==> src/rtl/hss_pkg.sv <==
package hss_pkg;
   typedef enum logic {
      ST_SCAN = 1'b0,
      ST_DONE = 1'b1
   } scan_state_e;

   typedef struct packed {
      logic done;
      logic pass;
      logic found;
   } verdict_t;
endpackage

==> src/rtl/hss_pos_track.sv <==
module hss_pos_track #(
   parameter int WINDOW_BYTES = 128,
   parameter int GROUP_BYTES  = 4,
   localparam int NGROUPS = WINDOW_BYTES / GROUP_BYTES,
   localparam int LW      = (GROUP_BYTES > 1) ? $clog2(GROUP_BYTES) : 1,
   localparam int GW      = (NGROUPS > 1) ? $clog2(NGROUPS) : 1
) (
   input  logic          clk,
   input  logic          rst_n,
   input  logic          clr_i,
   input  logic          adv_i,
   output logic [LW-1:0] lane_o,
   output logic          lane_first_o,
   output logic          lane_last_o,
   output logic          win_last_o
);
   logic [GW-1:0] grp_q;
   logic          grp_last;

   generate
      if (GROUP_BYTES == 1) begin : g_single_lane
         assign lane_o       = '0;
         assign lane_first_o = 1'b1;
         assign lane_last_o  = 1'b1;
      end else begin : g_multi_lane
         logic [LW-1:0] lane_q;
         always_ff @(posedge clk or negedge rst_n) begin
            if (!rst_n)
               lane_q <= '0;
            else if (clr_i)
               lane_q <= '0;
            else if (adv_i)
               lane_q <= (lane_q == LW'(GROUP_BYTES - 1)) ? '0 : lane_q + 1'b1;
         end
         assign lane_o       = lane_q;
         assign lane_first_o = (lane_q == '0);
         assign lane_last_o  = (lane_q == LW'(GROUP_BYTES - 1));
      end
   endgenerate

   generate
      if (NGROUPS == 1) begin : g_one_group
         assign grp_q    = '0;
         assign grp_last = 1'b1;
      end else begin : g_many_groups
         logic [GW-1:0] cnt_q;
         always_ff @(posedge clk or negedge rst_n) begin
            if (!rst_n)
               cnt_q <= '0;
            else if (clr_i)
               cnt_q <= '0;
            else if (adv_i && lane_last_o && (cnt_q != GW'(NGROUPS - 1)))
               cnt_q <= cnt_q + 1'b1;
         end
         assign grp_q    = cnt_q;
         assign grp_last = (cnt_q == GW'(NGROUPS - 1));
      end
   endgenerate

   assign win_last_o = grp_last && lane_last_o;
endmodule

==> src/rtl/hss_group_match.sv <==
module hss_group_match #(
   parameter int GROUP_BYTES = 4,
   parameter logic [8*GROUP_BYTES-1:0] SYNC_WORD = 32'h6655_99AA,
   localparam int LW = (GROUP_BYTES > 1) ? $clog2(GROUP_BYTES) : 1
) (
   input  logic          clk,
   input  logic          rst_n,
   input  logic          clr_i,
   input  logic          adv_i,
   input  logic [7:0]    byte_i,
   input  logic [LW-1:0] lane_i,
   input  logic          lane_first_i,
   input  logic          lane_last_i,
   output logic          group_hit_o
);
   logic [GROUP_BYTES-1:0] lane_eq;
   logic                   run_ok_q;
   logic                   byte_hit;
   logic                   run_next;

   // Lane k compares against the k-th byte of the word; first byte in the MSBs.
   generate
      for (genvar k = 0; k < GROUP_BYTES; k++) begin : g_lane_cmp
         assign lane_eq[k] = (byte_i == SYNC_WORD[8*(GROUP_BYTES-1-k) +: 8]);
      end
   endgenerate

   assign byte_hit    = lane_eq[lane_i];
   assign run_next    = byte_hit && (lane_first_i || run_ok_q);
   assign group_hit_o = adv_i && lane_last_i && run_next;

   always_ff @(posedge clk or negedge rst_n) begin
      if (!rst_n)
         run_ok_q <= 1'b0;
      else if (clr_i)
         run_ok_q <= 1'b0;
      else if (adv_i)
         run_ok_q <= run_next;
   end
endmodule

==> src/rtl/hss_verdict.sv <==
module hss_verdict
   import hss_pkg::*;
(
   input  logic clk,
   input  logic rst_n,
   input  logic start_i,
   input  logic bypass_i,
   input  logic adv_i,
   input  logic group_hit_i,
   input  logic win_last_i,
   input  logic eos_i,
   output logic scanning_o,
   output logic done_o,
   output logic pass_o,
   output logic found_o
);
   scan_state_e state_q;
   verdict_t    vd_q;

   always_ff @(posedge clk or negedge rst_n) begin
      if (!rst_n) begin
         state_q <= ST_SCAN;
         vd_q    <= '0;
      end else if (start_i) begin
         if (bypass_i) begin
            state_q <= ST_DONE;
            vd_q    <= '{done: 1'b1, pass: 1'b1, found: 1'b0};
         end else begin
            state_q <= ST_SCAN;
            vd_q    <= '0;
         end
      end else if (state_q == ST_SCAN) begin
         // A match on the last window byte takes priority over exhaustion.
         if (group_hit_i) begin
            state_q <= ST_DONE;
            vd_q    <= '{done: 1'b1, pass: 1'b1, found: 1'b1};
         end else if ((adv_i && win_last_i) || eos_i) begin
            state_q <= ST_DONE;
            vd_q    <= '{done: 1'b1, pass: 1'b0, found: 1'b0};
         end
      end
   end

   assign scanning_o = (state_q == ST_SCAN);
   assign done_o     = vd_q.done;
   assign pass_o     = vd_q.pass;
   assign found_o    = vd_q.found;
endmodule

==> src/rtl/hdr_sync_scan.sv <==
module hdr_sync_scan #(
   parameter int WINDOW_BYTES = 128,
   parameter int GROUP_BYTES  = 4,
   parameter logic [8*GROUP_BYTES-1:0] SYNC_WORD = 32'h6655_99AA,
   localparam int LW = (GROUP_BYTES > 1) ? $clog2(GROUP_BYTES) : 1
) (
   input  logic       clk,
   input  logic       rst_n,
   input  logic       start_i,
   input  logic       bypass_i,
   input  logic [7:0] byte_i,
   input  logic       valid_i,
   input  logic       eos_i,
   output logic       done_o,
   output logic       pass_o,
   output logic       found_o
);
   generate
      if (GROUP_BYTES < 1) begin : g_bad_group
         $error("GROUP_BYTES must be at least 1");
      end
      if (WINDOW_BYTES < GROUP_BYTES) begin : g_bad_window
         $error("WINDOW_BYTES must hold at least one group");
      end
      if ((WINDOW_BYTES % GROUP_BYTES) != 0) begin : g_bad_multiple
         $error("WINDOW_BYTES must be a multiple of GROUP_BYTES");
      end
   endgenerate

   logic          scanning;
   logic          adv;
   logic [LW-1:0] lane;
   logic          lane_first;
   logic          lane_last;
   logic          win_last;
   logic          group_hit;

   assign adv = valid_i && scanning && !start_i;

   hss_pos_track #(
      .WINDOW_BYTES (WINDOW_BYTES),
      .GROUP_BYTES  (GROUP_BYTES)
   ) u_pos (
      .clk          (clk),
      .rst_n        (rst_n),
      .clr_i        (start_i),
      .adv_i        (adv),
      .lane_o       (lane),
      .lane_first_o (lane_first),
      .lane_last_o  (lane_last),
      .win_last_o   (win_last)
   );

   hss_group_match #(
      .GROUP_BYTES (GROUP_BYTES),
      .SYNC_WORD   (SYNC_WORD)
   ) u_match (
      .clk          (clk),
      .rst_n        (rst_n),
      .clr_i        (start_i),
      .adv_i        (adv),
      .byte_i       (byte_i),
      .lane_i       (lane),
      .lane_first_i (lane_first),
      .lane_last_i  (lane_last),
      .group_hit_o  (group_hit)
   );

   hss_verdict u_verdict (
      .clk         (clk),
      .rst_n       (rst_n),
      .start_i     (start_i),
      .bypass_i    (bypass_i),
      .adv_i       (adv),
      .group_hit_i (group_hit),
      .win_last_i  (win_last),
      .eos_i       (eos_i),
      .scanning_o  (scanning),
      .done_o      (done_o),
      .pass_o      (pass_o),
      .found_o     (found_o)
   );
endmodule

==> config.mk <==
export PLATFORM = sky130hd
export DESIGN_NAME = hdr_sync_scan
export DESIGN_NICKNAME = d
export VERILOG_FILES = /design/src/rtl/hss_pkg.sv /design/src/rtl/hss_pos_track.sv /design/src/rtl/hss_group_match.sv /design/src/rtl/hss_verdict.sv /design/src/rtl/hdr_sync_scan.sv
export SDC_FILE = /design/constraint.sdc
export NUM_CORES = 1
export LEC_CHECK = 0
export ABC_AREA = 1
export BUFFER_PORTS_ARGS = -buffer_cell sky130_fd_sc_hd__buf_2
export CORE_AREA = 2 2 52 44
export DETAILED_ROUTE_END_ITERATION = 8
export DIE_AREA = 0 0 54 46
export PLACE_DENSITY = 0.58
export REMOVE_ABC_BUFFERS = 1
export SLEW_MARGIN = 10
export SYNTH_ARGS = -nofsm -noshare
export SYNTH_HDL_FRONTEND = slang
export SYNTH_SLANG_ARGS = --single-unit
==> constraint.sdc <==
create_clock -name clk -period 4.6 [get_ports clk]
set_input_delay 0.92 -clock clk [delete_from_list [all_inputs] [get_ports clk]]
set_output_delay 0.92 -clock clk [all_outputs]
set_load 0.01 [all_outputs]
==> reports/results.ini <==
[cells_and_area]
number_of_inserted_diodes = 0
final_area_um2 = 890
drive_gt1_frac = 0.284
finalNonFillerCells = 141
multi_input_area_um2 = 390
mostFrequentLayoutCells = nand2_1 (27), buf_2 (16), inv_1 (12), dfrtp_1 (12), nand3_1 (8)
register_area_um2 = 300
area_growth_syn_to_layout_pct = 17.7
num-fill-cells = 206
finalNetCount = 136
final_util = 0.439
layout.cells.most_common = nand2_1

[power]
finalPower_mw = 0.204
vdd_ir_drop_max_mv = 0.132
power.density_cell_area_nw_per_um2 = 229
leakage_nw = 0.487

[timing]
slew_viol_final = 0
max-slew-margin-rel = 0.774
period_share = 0.376
slack_of_the_critical_path_ns = 2.87
final.setup.tns_ns = 0
rsz0062_at_grt = false
timing.final.crit_period_ns = 1.73
hold_viol = 0
fin_skew_ns = 0.00409
achievable-frequency_mhz = 578
worst-slew-pin-transition_ns = 0.336
setup-violations-final = 0
fin_hold_ws_ns = 0.472

[critical_path]
timing.reg2reg.worst_path_depth = 11
timing.critical_path.to_type = flip-flop
timing.critical_path.buf_inv = 3
critPathKind = input pin to flip-flop
timing.rr.start = u_pos.g_many_groups.cnt_q[1]
worst-path-max-fanout = 4
path_delay_family = simple AND/OR/NAND/NOR gates
cp_slowest_stage_delay_ns = 0.15
start_kind = input pin
setup.reg_to_reg.worst_slack_ns = 3.00
slowest_stage = o21bai_1
cp_data_required_time_ns = 4.76
worst_r2r_endpoint = u_verdict.pass_o
cp_data_arrival_time_ns = 1.89
cp_cell_sequence = buf_2, nor2_2, nand2_1, inv_2, nand2_4, o21bai_1, inv_1, nand3_2, nand2_2, nand2_1, nand2_1
crit_path_frequent_cell = nand2_1

[yosys]
leading_area_contributor_after_synthesis = dfrtp_1
synth_sequential_area_ratio = 0.397
yosysUniqueCellTypes = 22
syn-instance-count = 97
synthesis.yosys.warnings = 0
syn_avg_cell_area_um2 = 7.79
synth.area.top_cells = dfrtp_1 (40%), nand2_1 (13%), ha_1 (6.6%)
synth_top_area_frac = 0.397
number_of_flip_flops_and_latches_in_the_synthesized_netlist = 12
synth_area_um2 = 756

[route]
route.vias.total = 656
initialDrtViolationCount = 9
detailed_route_drc_error_count = 0
detailedRoute.firstPassIterationCount = 4
vias_per_cell = 4.65
remaining_antenna_violation_count = 0
detail_route.wirelength_um = 1420
routedWlPerCell_um = 10.1

[global_route]
first_pass_grt_wire_length_um = 2480
grt_max_degree = 13
globalRouteTotalUtil = 0.141
via_count_of_the_first_global_routing_pass = 617
grt_antenna_before_repair = 0
grt_overflow = 0

[placed_design]
placedInstanceArea_um2 = 867
placement.setup.worst_slack_ns = 2.60
place_congestion = 0.723
placed_cells = 138
io_buffers = 16
hpwl_um = 1190

[cts]
clock-root-buffer = clkbuf_4
tritoncts_buffers = 3
cts.sinks = 12
cts.hold.buffers_added = 0
htree_num_levels = 1
max-clock-path-buffers = 2
path_clk_slew_ns = 0.07
cts_repair_resize_count = 0
postCtsSetupBuffers = 0
worst_skew_pair_latency_ns = 0.27
cts_tree = yes

[job]
cap_violations = 0

[worst_hold_path]
hold-path-endpoint = u_verdict.done_o
hold_crit_start = u_verdict.done_o
min-delay-path-class = flip-flop to flip-flop
hold_path_depth = 2

[floorplan]
core.rowCount = 15
initial_util = 0.373
die-area_um2 = 2480
die_h_um = 46
pin_count = 17
floorplan.die.width_um = 54
core-area_um2 = 2030

[run_status]
outcome = finished, final reports clean

metal layers:
| layer | vias to the layer above | share of wire | track usage |
|---|---|---|---|
| met5 | - | 0 | 0 |
| met4 | 0 | 0.0099 | 0.0300 |
| met3 | 2 | 0.054 | 0.0592 |
| met2 | 12 | 0.45 | 0.224 |
| met1 | 292 | 0.49 | 0.178 |
| li1 | 350 | - | - |
synthesized netlist by cell type, drive strengths merged:
master  number
dfrtp       12
nand2       30
a21oi        2
inv         16
a21boi       1
ha           4
a31oi        1
nand3       10
o21ai        7
nor2         9
nand4        2
o21bai       1
or2          2
report_power, final:
group / total [mW] / switching, mW / internal (mW) / leakage [nW]
Clock: 0.0617 / 0.0314 / 0.0303 / 0.0138
Combinational: 0.0306 / 0.0183 / 0.0123 / 0.314
Sequential: 0.112 / 0.00246 / 0.109 / 0.159
Total: 0.204 / 0.0521 / 0.152 / 0.487
cells by family (layout without fill, tap and decap cells):
logic type	count (synthesis)	after routing	synth area share
adder cells (fa/ha/maj)	4	4	0.0662
flip-flops	12	12	0.397
AND/OR/NAND/NOR	53	53	0.363
buffers and inverters	16	35	0.0861
AO/OA/AOI/OAI	12	12	0.0878
worst reg2reg max path, stage by stage, from the launching register on:
cell,delay [ns]
dfrtp_1,0.39
ha_1,0.18
nand2_1,0.07
nor2_1,0.11
ha_1,0.17
inv_2,0.06
o21bai_1,0.16
inv_1,0.08
nand3_2,0.09
nand2_2,0.07
nand2_1,0.06
nand2_1,0.05
final cells by class:
cell class / instances / share of cell area
tap: 25 / 0.0352
multi-input combinational: 69 / 0.439
timing repair buffer: 16 / 0.0900
inverter: 16 / 0.0731
sequential: 12 / 0.338
clock buffer: 3 / 0.0253
how the worst max path moves through the flow:
stage | startpoint | end | slack (ns) | depth (start not counted)
after CTS | start_i | u_verdict.pass_o | 2.86 | 11
after detailed placement | start_i | u_verdict.pass_o | 2.60 | 11
after global routing | byte_i[3] | u_verdict.pass_o | 2.75 | 11
final | start_i | u_verdict.pass_o | 2.87 | 11
after global placement | start_i | u_verdict.found_o | 2.63 | 11
after floorplan | start_i | u_pos.g_many_groups.cnt_q[3] | 2.84 | 10
sequential cells by signal (all words and copies together), names as in the netlist:
name / flops
u_pos.lane_o: 2
u_verdict.state_q: 1
u_verdict.found_o: 1
u_match.run_ok_q: 1
u_verdict.pass_o: 1
u_pos.g_many_groups.cnt_q: 5
u_verdict.done_o: 1
No activity file was read; power rests on OpenSTA's default activity.
